## src/rtl/dual_reload_timer_pkg.sv

```systemverilog
package dual_reload_timer_pkg;
  typedef enum logic {
    MODE_PWM     = 1'b0,
    MODE_ONESHOT = 1'b1
  } tmr_mode_e;
endpackage

```

## src/rtl/drt_regs.sv

```systemverilog
module drt_regs #(
  parameter int W = 16,
  parameter int NREG = 2
) (
  input  logic         clk_i,
  input  logic         rst_ni,
  input  logic [NREG-1:0] wr_i,
  input  logic [W-1:0] wdata_i,
  output logic [W-1:0] rld_o [NREG]
);
  for (genvar g = 0; g < NREG; g++) begin : g_reg
    logic [W-1:0] q;
    always_ff @(posedge clk_i or negedge rst_ni) begin
      if (!rst_ni)     q <= '0;
      else if (wr_i[g]) q <= wdata_i;
    end
    assign rld_o[g] = q;
  end
endmodule

```

## src/rtl/drt_ctrl.sv

```systemverilog
module drt_ctrl
  import dual_reload_timer_pkg::*;
(
  input  logic      clk_i,
  input  logic      rst_ni,
  input  logic      tick_i,
  input  logic      en_i,
  input  logic      trg_i,
  input  logic      mode_i,
  input  logic      run_i,
  output logic      load_o,
  output logic      stop_o,
  output tmr_mode_e mode_o
);
  logic en_d, pend_q;
  tmr_mode_e mode_q;
  logic rise, fall, req;

  assign rise   = en_i & ~en_d;
  assign fall   = ~en_i & en_d;
  assign req    = (rise | trg_i) & ~run_i & ~pend_q;
  assign load_o = pend_q & tick_i & ~fall;
  assign stop_o = fall;
  assign mode_o = mode_q;

  always_ff @(posedge clk_i or negedge rst_ni) begin
    if (!rst_ni) begin
      en_d   <= 1'b0;
      pend_q <= 1'b0;
      mode_q <= MODE_PWM;
    end else begin
      en_d <= en_i;
      if (fall || load_o) pend_q <= 1'b0;
      else if (req)       pend_q <= 1'b1;
      // mode only follows input while fully idle
      if (!run_i && !pend_q) mode_q <= tmr_mode_e'(mode_i);
    end
  end

  p_pend_wait_r2: assert property (@(posedge clk_i) disable iff (!rst_ni)
    pend_q && !tick_i && !fall |=> pend_q);
  p_mode_frozen_r9: assert property (@(posedge clk_i) disable iff (!rst_ni)
    run_i && $past(run_i) |-> $stable(mode_q));
endmodule

```

## src/rtl/drt_core.sv

```systemverilog
module drt_core
  import dual_reload_timer_pkg::*;
#(
  parameter int W = 16
) (
  input  logic         clk_i,
  input  logic         rst_ni,
  input  logic         tick_i,
  input  logic         load_i,
  input  logic         stop_i,
  input  tmr_mode_e    mode_i,
  input  logic [W-1:0] rld0_i,
  input  logic [W-1:0] rld1_i,
  output logic         run_o,
  output logic         out_o,
  output logic         irq_o,
  output logic [W-1:0] cnt_o
);
  logic [W-1:0] cnt_q;
  logic run_q, out_q, irq_q, sel_q, par_q;
  logic uflow;

  assign uflow = run_q & tick_i & ~load_i & ~stop_i & (cnt_q == '0);

  always_ff @(posedge clk_i or negedge rst_ni) begin
    if (!rst_ni) begin
      cnt_q <= '0;
      run_q <= 1'b0;
      out_q <= 1'b0;
      irq_q <= 1'b0;
      sel_q <= 1'b0;
      par_q <= 1'b0;
    end else begin
      irq_q <= 1'b0;
      if (stop_i) begin
        run_q <= 1'b0;
      end else if (load_i) begin
        cnt_q <= rld0_i;
        run_q <= 1'b1;
        out_q <= ~out_q;
        sel_q <= 1'b1;
        par_q <= 1'b0;
      end else if (run_q && tick_i) begin
        if (cnt_q == '0) begin
          out_q <= ~out_q;
          if (mode_i == MODE_ONESHOT) begin
            run_q <= 1'b0;
            irq_q <= 1'b1;
          end else begin
            cnt_q <= sel_q ? rld1_i : rld0_i;
            sel_q <= ~sel_q;
            par_q <= ~par_q;
            irq_q <= par_q;  // even-numbered underflow
          end
        end else begin
          cnt_q <= cnt_q - 1'b1;
        end
      end
    end
  end

  assign run_o = run_q;
  assign out_o = out_q;
  assign irq_o = irq_q;
  assign cnt_o = cnt_q;

  p_hold_r3: assert property (@(posedge clk_i) disable iff (!rst_ni)
    !tick_i |=> $stable(cnt_q));
  p_step_r3: assert property (@(posedge clk_i) disable iff (!rst_ni)
    run_q && tick_i && !load_i && !stop_i && cnt_q != '0 |=> cnt_q == $past(cnt_q) - 1'b1);
  p_irq_edge_r6: assert property (@(posedge clk_i) disable iff (!rst_ni)
    irq_q |-> out_q != $past(out_q));
  p_halt_r7: assert property (@(posedge clk_i) disable iff (!rst_ni)
    stop_i |=> !run_q && $stable(out_q) && $stable(cnt_q));
  p_single_r8: assert property (@(posedge clk_i) disable iff (!rst_ni)
    uflow && mode_i == MODE_ONESHOT |=> !run_q && irq_q);
  p_quiet_r5: assert property (@(posedge clk_i) disable iff (!rst_ni)
    !run_q && !load_i |=> $stable(out_q));
endmodule

```

## src/rtl/dual_reload_timer.sv

```systemverilog
module dual_reload_timer
  import dual_reload_timer_pkg::*;
#(
  parameter int W = 16
) (
  input  logic         clk_i,
  input  logic         rst_ni,
  input  logic         tick_i,
  input  logic         en_i,
  input  logic         trg_i,
  input  logic         mode_i,
  input  logic         wr0_i,
  input  logic         wr1_i,
  input  logic [W-1:0] wdata_i,
  output logic         out_o,
  output logic         irq_o,
  output logic [W-1:0] cnt_o
);
  localparam int NREG = 2;

  logic [W-1:0] rld [NREG];
  logic load, stop, run;
  tmr_mode_e mode;

  drt_regs #(.W(W), .NREG(NREG)) u_regs (
    .clk_i, .rst_ni,
    .wr_i    ({wr1_i, wr0_i}),
    .wdata_i,
    .rld_o   (rld)
  );

  drt_ctrl u_ctrl (
    .clk_i, .rst_ni, .tick_i, .en_i, .trg_i, .mode_i,
    .run_i  (run),
    .load_o (load),
    .stop_o (stop),
    .mode_o (mode)
  );

  drt_core #(.W(W)) u_core (
    .clk_i, .rst_ni, .tick_i,
    .load_i (load),
    .stop_i (stop),
    .mode_i (mode),
    .rld0_i (rld[0]),
    .rld1_i (rld[1]),
    .run_o  (run),
    .out_o, .irq_o, .cnt_o
  );
endmodule

```

## config.mk

```make
export PLATFORM = sky130hd
export DESIGN_NAME = dual_reload_timer
export DESIGN_NICKNAME = d
export VERILOG_FILES = /design/src/rtl/dual_reload_timer_pkg.sv /design/src/rtl/drt_regs.sv /design/src/rtl/drt_ctrl.sv /design/src/rtl/drt_core.sv /design/src/rtl/dual_reload_timer.sv
export SDC_FILE = /design/constraint.sdc
export NUM_CORES = 1
export LEC_CHECK = 0
export ABC_CLOCK_PERIOD_IN_PS = 6000
export CELL_PAD_IN_SITES_DETAIL_PLACEMENT = 1
export CELL_PAD_IN_SITES_GLOBAL_PLACEMENT = 2
export CORE_MARGIN = 2
export CORE_UTILIZATION = 44
export CTS_CLUSTER_SIZE = 16
export DETAILED_ROUTE_END_ITERATION = 6
export DONT_BUFFER_PORTS = 1
export GPL_TIMING_DRIVEN = 0
export HOLD_SLACK_MARGIN = 0.02
export MAX_ROUTING_LAYER = met4
export PLACE_DENSITY = 0.92
export SLEW_MARGIN = 25
export SYNTH_ARGS = -nofsm -noshare
export SYNTH_HDL_FRONTEND = slang
export SYNTH_HIERARCHICAL = 1
export SYNTH_SLANG_ARGS = --single-unit
```

## constraint.sdc

```tcl
create_clock -name clk_i -period 6 [get_ports clk_i]
set_input_delay 0.9 -clock clk_i [delete_from_list [all_inputs] [get_ports clk_i]]
set_output_delay 0.9 -clock clk_i [all_outputs]
set_load 0.01 [all_outputs]
```

==> reports/results.md, run 1 <==
## STA
• fmax: 376 MHz
• unrepaired setup endpoints after global routing: false
• Setup Viol. Count Final: 0
• Slew Limit Headroom: 37.1%
• final critical-path setup slack: 3340 ps
• final-report hold violation count: 0
• Pins Over Slew Limit: 0
• aggregate negative setup slack: 0 ps
• measured slew at the worst slew-check pin: 935 ps
• post-route fraction of the period consumed by the critical path: 44.4%
• largest clock skew in the final design: 7.91 ps
• Worst Hold Margin: 266 ps
• Min Clock Period, post-route: 2660 ps

## CTS
• root buf cell: clkbuf_8
• number of buffers inserted to repair setup after CTS: 0
• sink count of the clock tree: 56
• clk slew on worst S/H paths: 100 ps
• post-cts hold buffer count: 0
• clock buffer count from CTS: 5
• Clock H-tree levels: 2
• TritonCTS clock tree: done
• Skew-Pair Late Insertion Delay: 320 ps
• post-CTS sizing: 0
• maximum clock insertion buffer count: 2

## Synth
• yosys warns: 6
• share of flip-flops with an asynchronous set or reset after synthesis: 100%
• per-instance average area after synthesis: 10.7 um2
• sequential cell area fraction in the yosys report: 44.6%
• register bit total from synthesis: 56
• number of enable-type register cells in the synthesized netlist: 0
• primary flip-flop cell chosen by synthesis mapping: dfrtp_1
• Yosys cell types: 50
• count of mapped cells out of synthesis: 295
• cell area after technology mapping: 3150 um2
• Mapped Nets: 321

## Setup path
• peak fanout along the critical path: 10
• Top cell by count, worst path: clkbuf_1
• crit end category: flip-flop
• CP startpoint: en_i
• family of cells with the greatest summed delay on the critical path: simple AND/OR/NAND/NOR gates
• crit path buf inv count: 2
• library cell contributing the largest single delay on the critical path: clkbuf_1
• highest cell delay on the worst timing path: 460 ps
• reg-to-reg startpoint: u_core/cnt_o[0]
• Critical Path Source Type: input port
• data arrival at the endpoint of the critical path: 2900 ps
• class of the most critical setup path: in -> reg
• required time reported for the critical path endpoint: 6240 ps
• critical path cell sequence: nor2b_1, nor2_1, a21oi_1, or2_0, clkbuf_1, a31oi_4, clkbuf_1, nand3_1, o211ai_1

## Worst hold path
• Min-Delay Path Class: in -> async

## Global routing
• Global Route Usage Sum: 24.2%
• maximum number of pins on one net before global-route repair: 57
• final global-route overflow total: 0
• vias in the first global route: 2477
• global-route wire length before repair: 13.7 mm
• initial antenna violation count: 0

## Floorplanning
• area enclosed by the die boundary: 7840 um2
• Starting Density: 45.8%
• Placeable Area: 6870 um2
• cell row count: 30
• Boundary Pins: 42
• Horiz. Die Dim: 88.6 um
• Vert. Die Dim: 88.6 um

## Layout
• number of nets in the final layout: 328
• final core utilization: 48.9%
• number of antenna diodes: 0
• Final Instance Area: 3360 um2
• fillcell total: 775
• most common cell after layout, fill and taps aside: dfrtp_1
• post-synthesis to final-layout area growth: 6.80%
• fin cells: 399
• commonest cells after routing, fill and taps aside: 56 x dfrtp_1, 25 x a21oi_1, 22 x nor2_1
• fraction of layout cells with a size suffix above 1: 19.1%

## Route
• DRC marker count from the first detailed-route iteration: 156
• routed wirelength normalized by instance count: 21.0 um
• post-DR vias/cell: 6.01
• total routed wirelength: 8.36 mm
• length of the first detailed-routing pass in iterations: 4
• Detail Route Antenna Nets: 0
• final routed DRC violation total: 0
• number of vias in the routed layout: 2399

## Place
• placer's final routability congestion estimate: 0.868
• count of placed standard cells including taps: 391
• port bufs: 0
• DP Worst Slack: 3020 ps
• Placed Area: 3270 um2
• post-detail-place hpwl: 6.10 mm

## Power and ir drop
• Worst IR Drop VDD: 173 uV
• static leakage: 1.38 nW
• Power Density: 372 nW/um2
• Total Power: 1.25 mW

## Run status
• outcome: complete, no violations

## Flow run
• max-cap violations: 0

registers in the layout, indices dropped and copies added (netlist names):
signal and count:
u_core/out_o 1, u_core/par_q 1, u_core/run_o 1, u_regs/g.q 32, u_core/irq_o 1, u_ctrl/pend_q 1
u_core/cnt_o 16, u_core/sel_q 1, u_ctrl/mode_o 1, u_ctrl/en_d 1
kinds of logic (layout without fill, tap and decap cells):
group	count (synthesis)	count (layout)	share of synthesized area (%)
fa+ha+maj	2	2	0.795
simple gates	98	98	17.7
buf+inv	24	32	4.81
xor+xnor	10	10	2.78
mux	39	39	16.3
compound gates	66	66	13.1
flops	56	56	44.6
synthesized netlist by cell type (6+ instances only):
| cell | instances | area share (%) |
|---|---|---|
| dfrtp_1 | 56 | 45 |
| a21oi_1 | 25 | 4.0 |
| nor2_1 | 22 | 2.6 |
| mux2_4 | 21 | 10 |
| nand2_1 | 18 | 2.1 |
| mux2_2 | 13 | 4.7 |
| o21ai_0 | 13 | 2.1 |
| clkbuf_1 | 11 | 1.3 |
| and3_1 | 8 | 1.6 |
| nand3_1 | 8 | 1.3 |
| o211ai_1 | 8 | 1.9 |
| xnor2_1 | 7 | 1.9 |
| nor3_1 | 6 | 0.95 |
report_power, final:
group,leakage (nW),internal [mW],switching (mW),total [mW]
Clock,0.0445,0.0942,0.126,0.220
Sequential,0.655,0.462,0.135,0.597
Combinational,0.682,0.187,0.245,0.433
Total,1.38,0.743,0.507,1.25
path summary, 6_finish.rpt:
path	endpoint	slack, ps	cells past startpoint
setup / recovery	u_core/cnt_o[7]	3340	9
min in group clk_i	u_ctrl/pend_q	470	1
max in group asynchronous	u_regs/g_reg[1].q[11]	5610	0
hold reg to reg	u_ctrl/pend_q	470	1
setup reg to reg	u_core/cnt_o[13]	3360	8
hold / removal	u_ctrl/en_d	270	0
worst reg2reg max path, cell delays in order (launching register included):
cell and delay [ps]:
dfrtp_1 470, inv_1 140, ha_1 200, nor3b_1 390, nand4_1 310, clkbuf_1 360
o21ai_0 410, nor2_1 70, o31ai_1 190
routing by layer:
metal	vias to the layer above	part of all wire [%]	global-route usage (%)
li1	1094	-	-
met1	1224	45	33.1
met2	74	47	36.2
met3	7	7.0	4.85
met4	0	1.0	7.99
met5	-	0	-
layout make-up:
class / count / area [um2] / area share, %
multi-input combinational: 215 / 1590 / 47.4
sequential: 56 / 1400 / 41.7
buffer: 21 / 140 / 4.17
tap: 96 / 120 / 3.58
clock buffer: 7 / 86.3 / 2.57
inverter: 3 / 11.3 / 0.335
clock inverter: 1 / 7.51 / 0.223
No activity file was read; power rests on OpenSTA's default activity.
==> inputs of run 2 (changes only) <==
--- a/config.mk
+++ b/config.mk
@@ -5,18 +5,18 @@
 export SDC_FILE = /design/constraint.sdc
 export NUM_CORES = 1
 export LEC_CHECK = 0
-export ABC_CLOCK_PERIOD_IN_PS = 6000
+export ABC_CLOCK_PERIOD_IN_PS = 2500
 export CELL_PAD_IN_SITES_DETAIL_PLACEMENT = 1
 export CELL_PAD_IN_SITES_GLOBAL_PLACEMENT = 2
 export CORE_MARGIN = 2
-export CORE_UTILIZATION = 44
+export CORE_UTILIZATION = 41
 export CTS_CLUSTER_SIZE = 16
 export DETAILED_ROUTE_END_ITERATION = 6
 export DONT_BUFFER_PORTS = 1
 export GPL_TIMING_DRIVEN = 0
 export HOLD_SLACK_MARGIN = 0.02
 export MAX_ROUTING_LAYER = met4
-export PLACE_DENSITY = 0.92
+export PLACE_DENSITY = 0.87
 export SLEW_MARGIN = 25
 export SYNTH_ARGS = -nofsm -noshare
 export SYNTH_HDL_FRONTEND = slang
==> constraint.sdc (replaced) <==
create_clock -name clk_i -period 2.5 [get_ports clk_i]
set_input_delay 0.375 -clock clk_i [delete_from_list [all_inputs] [get_ports clk_i]]
set_output_delay 0.375 -clock clk_i [all_outputs]
set_load 0.01 [all_outputs]
==> run 2 against run 1 <==
Clock power rose to 3.0 times the previous value. Largest cell class unchanged. Sequential share of layout area shrank 1.5 points. Setup slack worse by 3300 ps. Highest routed layer unchanged.
==> reports/results.md, run 2 (synthesized netlist as in run 1, its figures left out) <==
## CTS
• Skew-Pair Late Insertion Delay: 310 ps, about the same
• Clock H-tree levels: 2, unchanged
• sink count of the clock tree: 56, unchanged
• TritonCTS clock tree: done
• maximum clock insertion buffer count: 2, unchanged
• clock buffer count from CTS: 5, unchanged
• root buf cell: clkbuf_8
• clk slew on worst S/H paths: 100 ps, about the same

## Floorplanning
• Horiz. Die Dim: 91.6 um, +3.4%
• cell row count: 31, +3.3%
• Boundary Pins: 42, unchanged
• Placeable Area: 7330 um2, +6.7%
• Starting Density: 42.9%, -2.9 points
• Vert. Die Dim: 91.6 um, +3.4%
• area enclosed by the die boundary: 8390 um2, +7.0%

## Power and ir drop
• static leakage: 1.44 nW, +4.3%
• Power Density: 919 nW/um2, +150%
• Worst IR Drop VDD: 407 uV, +140%

## Layout
• Top reg by flops: u_regs/g.q
• footprint of the multi-input gates: 1620 um2, +2.0%
• number of antenna diodes: 0, unchanged
• Largest register FFs: 32, unchanged
• commonest cells after routing, fill and taps aside: 56 x dfrtp_1, 25 x a21oi_1, 21 x nor2_1, 21 x mux2_4, 18 x nand2_1
• fraction of layout cells with a size suffix above 1: 22.1%, +3.0 points
• fillcell total: 808, +4.3%
• fin cells: 406, +1.8%
• post-synthesis to final-layout area growth: 10.7%
• number of nets in the final layout: 332, +1.2%
• most common cell after layout, fill and taps aside: dfrtp_1
• FF+latch area: 1400 um2, unchanged

## Worst hold path
• WHS Path Cells: 0
• HP Start: en_i
• Min-Delay Path Class: in -> reg
• Hold EP: u_ctrl/en_d

## Setup path
• depth of the most critical reg-to-reg path: 7, -1
• class of the most critical setup path: reg -> reg
• data arrival at the endpoint of the critical path: 2660 ps, -240 ps
• peak fanout along the critical path: 8, -2
• Critical Path Source Type: flip-flop
• crit end category: flip-flop
• required time reported for the critical path endpoint: 2720 ps, -3520 ps
• r2r endpoint: u_core/cnt_o[11]
• reg-to-reg startpoint: u_core/cnt_o[2]
• reg-to-reg slack, setup: 60 ps, -3300 ps

## Route
• DRC marker count from the first detailed-route iteration: 152, -2.6%
• post-DR vias/cell: 5.89, -2.1%
• Detail Route Antenna Nets: 0, unchanged
• number of vias in the routed layout: 2390, -0.38%
• total routed wirelength: 8.69 mm, +3.9%
• final routed DRC violation total: 0, unchanged
• routed wirelength normalized by instance count: 21.4 um, +2.1%
• length of the first detailed-routing pass in iterations: 5, +1

## Place
• placer's final routability congestion estimate: 0.864, -0.45%
• count of placed standard cells including taps: 394, +0.77%
• port bufs: 0, unchanged
• post-detail-place hpwl: 6.12 mm, +0.30%

## STA
• Slew Limit Headroom: 37.5%, +0.43 points
• fmax: 410 MHz
• Setup Viol. Count Final: 0, unchanged
• Min Clock Period, post-route: 2440 ps
• measured slew at the worst slew-check pin: 929 ps, -6.35 ps
• post-route fraction of the period consumed by the critical path: 97.7%
• final-report hold violation count: 0, unchanged
• Pins Over Slew Limit: 0, unchanged
• Worst Hold Margin: 85.8 ps, -181 ps
• largest clock skew in the final design: 3.66 ps, -4.26 ps

## Global routing
• initial antenna violation count: 0, unchanged
• final global-route overflow total: 0, unchanged
• global-route wire length before repair: 14.1 mm, +2.9%
• maximum number of pins on one net before global-route repair: 57, unchanged
• Global Route Usage Sum: 22.5%, -1.8 points
• vias in the first global route: 2505, +1.1%

## Flow run
• max-cap violations: 0, unchanged

## Run status
• outcome: complete, no violations

==> run 2: cell count changes in the layout (fill, tap and decap cells not counted), sizes merged <==
| cell | previous run | this run |
|---|---|---|
| clkinvlp | 1 | 0 |
| dlygate4sd3 | 0 | 1 |
| buf | 10 | 13 |
| bufinv | 0 | 1 |
==> run 2: what timing repair did <==
action / 4_1_cts / 5_1_grt
endpoints found under the setup margin: 8 / 16
buffers inserted: 0 / 2
gates resized for setup: 1 / 9
pin swaps: 0 / 1
endpoints found under the hold margin: 56 / 0
hold buffers: 2 / 0
cloned: 0 / 0
==> run 2: cell type report <==
cell class / instances / share of cell area, %
multi-input combinational: 215 / 46.6
clock buffer: 7 / 2.77
tap: 99 / 3.56
timing repair buffer: 4 / 1.51
clock inverter: 1 / 0.862
buffer: 21 / 4.13
inverter: 3 / 0.323
sequential: 56 / 40.2
==> run 2: critical path, cell delays in order, from the launching register on <==
cell	delay, ps
dfrtp_1	430
clkbuf_1	270
or3_1	420
clkbuf_1	240
nor4_4	310
nor4b_1	380
a211oi_1	90
o21ai_1	220
==> run 2: through the flow <==
step	TNS, ps	cell area [um2]	setup WS, ps	power (mW)	utilization [%]
finish	0	3480	58.1	3.20	47.5
global route	-40.5	3480	-39.8	3.43	47.5
CTS	0	3430	19.2	3.19	46.9
detailed placement	-419	3270	-99.8	2.49	44.6
global placement	-100	3270	-48.1	2.46	44.6
floorplan	0	3150	439	2.17	-
==> run 2: worst max-delay path by stage <==
stage | start | end | slack, ps | depth (start not counted)
2_1_floorplan | u_core/cnt_o[3] | u_core/cnt_o[9] | 440 | 6
3_3_place_gp | u_ctrl/en_d | u_core/cnt_o[7] | -50 | 9
3_5_place_dp | u_ctrl/en_d | u_core/cnt_o[7] | -100 | 9
4_1_cts | u_core/cnt_o[4] | u_core/cnt_o[9] | 20 | 7
5_1_grt | u_core/cnt_o[2] | u_core/cnt_o[11] | -40 | 7
6_report | u_core/cnt_o[2] | u_core/cnt_o[11] | 60 | 7
==> run 2: where the power goes <==
| group | internal, mW | switching [mW] | leakage (nW) |
|---|---|---|---|
| Sequential | 1.11 | 0.344 | 0.655 |
| Clock | 0.354 | 0.298 | 0.0645 |
| Combinational | 0.469 | 0.629 | 0.722 |
| Total | 1.93 | 1.27 | 1.44 |
==> run 2: per-layer routing <==
layer,vias to the layer above,global-route usage [%],part of all wire (%)
li1,1115,-,-
met1,1205,31.4,46
met2,63,33.6,47
met3,7,4.90,5.6
met4,0,4.67,0.94
met5,-,-,0
==> inputs of run 3 (changes only) <==
--- a/config.mk
+++ b/config.mk
@@ -5,18 +5,18 @@
 export SDC_FILE = /design/constraint.sdc
 export NUM_CORES = 1
 export LEC_CHECK = 0
-export ABC_CLOCK_PERIOD_IN_PS = 2500
+export ABC_CLOCK_PERIOD_IN_PS = 2900
 export CELL_PAD_IN_SITES_DETAIL_PLACEMENT = 1
 export CELL_PAD_IN_SITES_GLOBAL_PLACEMENT = 2
 export CORE_MARGIN = 2
-export CORE_UTILIZATION = 41
+export CORE_UTILIZATION = 44
 export CTS_CLUSTER_SIZE = 16
 export DETAILED_ROUTE_END_ITERATION = 6
 export DONT_BUFFER_PORTS = 1
 export GPL_TIMING_DRIVEN = 0
 export HOLD_SLACK_MARGIN = 0.02
 export MAX_ROUTING_LAYER = met4
-export PLACE_DENSITY = 0.87
+export PLACE_DENSITY = 0.92
 export SLEW_MARGIN = 25
 export SYNTH_ARGS = -nofsm -noshare
 export SYNTH_HDL_FRONTEND = slang
==> constraint.sdc (replaced) <==
create_clock -name clk_i -period 2.9 [get_ports clk_i]
set_input_delay 0.29 -clock clk_i [delete_from_list [all_inputs] [get_ports clk_i]]
set_output_delay 0.29 -clock clk_i [all_outputs]
set_load 0.01 [all_outputs]
==> run 3 against run 2 <==
Non-clock buffer count decreased by 1. Global-route usage increased by 2.0 points. Worst hold slack gained 20 ps. Highest routed layer unchanged. Critical path type unchanged.
==> reports/results.md, run 3 (synthesized netlist as in run 1, its figures left out) <==
## Global routing
• global-route wire length before repair: 13.8 mm, -2.1%
• vias in the first global route: 2493, -0.48%
• Global Route Usage Sum: 24.4%, +2.0 points
• maximum number of pins on one net before global-route repair: 57, unchanged
• initial antenna violation count: 0, unchanged
• final global-route overflow total: 0, unchanged

## Layout
• fillcell total: 777, -3.8%
• number of nets in the final layout: 331, -0.30%
• post-synthesis to final-layout area growth: 8.31%
• footprint of the multi-input gates: 1590 um2, -1.9%
• fraction of layout cells with a size suffix above 1: 19.3%, -2.9 points
• commonest cells after routing, fill and taps aside: 56 x dfrtp_1, 25 x a21oi_1, 22 x nor2_1
• number of antenna diodes: 0, unchanged
• final core utilization: 49.6%, +2.1 points
• Largest register FFs: 32, unchanged
• FF+latch area: 1400 um2, unchanged
• Final Instance Area: 3410 um2, -2.2%
• most common cell after layout, fill and taps aside: dfrtp_1
• Top reg by flops: u_regs/g.q

## Setup path
• critical path cell sequence: inv_1, ha_1, nor3b_1, nand4_1, clkbuf_1, o21ai_0, nor2_1, o31ai_1
• family of cells with the greatest summed delay on the critical path: simple AND/OR/NAND/NOR gates
• library cell contributing the largest single delay on the critical path: dfrtp_1
• class of the most critical setup path: reg -> reg
• Critical Path Source Type: flip-flop
• data arrival at the endpoint of the critical path: 2880 ps, +220 ps
• peak fanout along the critical path: 10, +2
• required time reported for the critical path endpoint: 3120 ps, +400 ps
• crit path buf inv count: 2, unchanged
• crit end category: flip-flop
• highest cell delay on the worst timing path: 470 ps, +40 ps

## CTS
• number of buffers inserted to repair setup after CTS: 0, unchanged
• maximum clock insertion buffer count: 2, unchanged
• post-CTS sizing: 0, -1
• clock buffer count from CTS: 5, unchanged
• Clock H-tree levels: 2, unchanged
• root buf cell: clkbuf_8
• clk slew on worst S/H paths: 100 ps, about the same
• Skew-Pair Late Insertion Delay: 320 ps, about the same
• sink count of the clock tree: 56, unchanged
• TritonCTS clock tree: done

## STA
• Setup Viol. Count Final: 0, unchanged
• measured slew at the worst slew-check pin: 996 ps, +67.0 ps
• Slew Limit Headroom: 33.0%, -4.5 points
• unrepaired setup endpoints after global routing: false
• final-report hold violation count: 0, unchanged
• largest clock skew in the final design: 10.0 ps, +6.35 ps
• post-route fraction of the period consumed by the critical path: 91.6%, -6.1 points
• Worst Hold Margin: 106 ps, +20.5 ps
• aggregate negative setup slack: 0 ps, unchanged
• Pins Over Slew Limit: 0, unchanged
• fmax: 377 MHz, -8.1%
• Min Clock Period, post-route: 2660 ps, +214 ps

## Route
• Detail Route Antenna Nets: 0, unchanged
• final routed DRC violation total: 0, unchanged
• number of vias in the routed layout: 2403, +0.54%
• total routed wirelength: 8.50 mm, -2.2%
• DRC marker count from the first detailed-route iteration: 182, +20%
• routed wirelength normalized by instance count: 21.1 um, -1.2%
• post-DR vias/cell: 5.98, +1.5%
• length of the first detailed-routing pass in iterations: 4, -1

## Floorplanning
• Placeable Area: 6870 um2, -6.3%
• Vert. Die Dim: 88.6 um, -3.3%
• area enclosed by the die boundary: 7840 um2, -6.5%
• cell row count: 30, -3.2%
• Horiz. Die Dim: 88.6 um, -3.3%
• Boundary Pins: 42, unchanged
• Starting Density: 45.8%, +2.9 points

## Place
• post-detail-place hpwl: 6.10 mm, -0.29%
• placer's final routability congestion estimate: 0.868, +0.45%
• port bufs: 0, unchanged
• Placed Area: 3270 um2, -0.12%

## Flow run
• max-cap violations: 0, unchanged

## Worst hold path
• Min-Delay Path Class: in -> reg

## Power and ir drop
• Worst IR Drop VDD: 360 uV, -12%
• static leakage: 1.40 nW, -2.7%
• Power Density: 768 nW/um2, -16%

## Run status
• outcome: complete, no violations

run 3: cell count changes in the layout (fill, tap and decap cells not counted), moves of 2 or more:
cell      previous run  this run
clkbuf_1             8        12
clkbuf_2             3         0
buf_4                2         0
nor4_2               0         2
nor4_4               3         1
run 3: timing repair:
item                                    4_1_cts  5_1_grt
hold buffers                                  3        0
hold endpoints to repair                     57        0
endpoints found under the setup margin        0        0
run 3: final timing paths:
kind / startpoint / endpoint / slack [ps] / cells past startpoint
min in group asynchronous: rst_ni / u_core/run_o / 490 / 2
worst max register to register: u_core/cnt_o[0] / u_core/cnt_o[13] / 240 / 8
worst min-delay path: wdata_i[14] / u_regs/g_reg[0].q[14] / 110 / 1
worst min register to register: u_ctrl/en_d / u_ctrl/pend_q / 470 / 1
max in group asynchronous: rst_ni / u_ctrl/mode_o / 2140 / 2
worst max-delay path: u_core/cnt_o[0] / u_core/cnt_o[13] / 240 / 8
run 3: cell type report:
type                       count  share of cell area (%)
inverter                       3                   0.331
buffer                        21                    4.11
sequential                    56                    41.1
clock inverter                 1                   0.220
tap                           96                    3.53
multi-input combinational    215                    46.7
clock buffer                   7                    2.53
timing repair buffer           3                    1.40
run 3: report_power, final:
group          total, mW  switching [mW]  leakage, nW  internal, mW
Sequential          1.23           0.280        0.655         0.955
Combinational      0.921           0.528        0.703         0.393
Clock              0.459           0.264       0.0445         0.195
Total               2.62            1.07         1.40          1.54
run 3: worst register-to-register path, cell delays in order, from the launching register on:
cell and delay, ps:
dfrtp_1 470, inv_1 140, ha_1 220, nor3b_1 410, nand4_1 310, clkbuf_1 360, o21ai_0 390, nor2_1 80
o31ai_1 200
run 3: per-stage QoR:
step	total power [mW]	setup WS, ps	cells
after floorplan	1.87	839	295
after global placement	2.11	376	391
after detailed placement	2.14	350	391
after CTS	2.63	313	402
after global routing	2.79	34.0	402
final	2.62	244	402
run 3: layer usage:
metal	wire (um)	up-vias	global-route usage (%)	share of wire, %
met3	608	7	4.85	7.2
met1	3800	1229	33.3	45
met2	4000	68	36.6	47
met4	87	0	7.99	1.0
met5	0	-	-	0
li1	-	1099	-	-
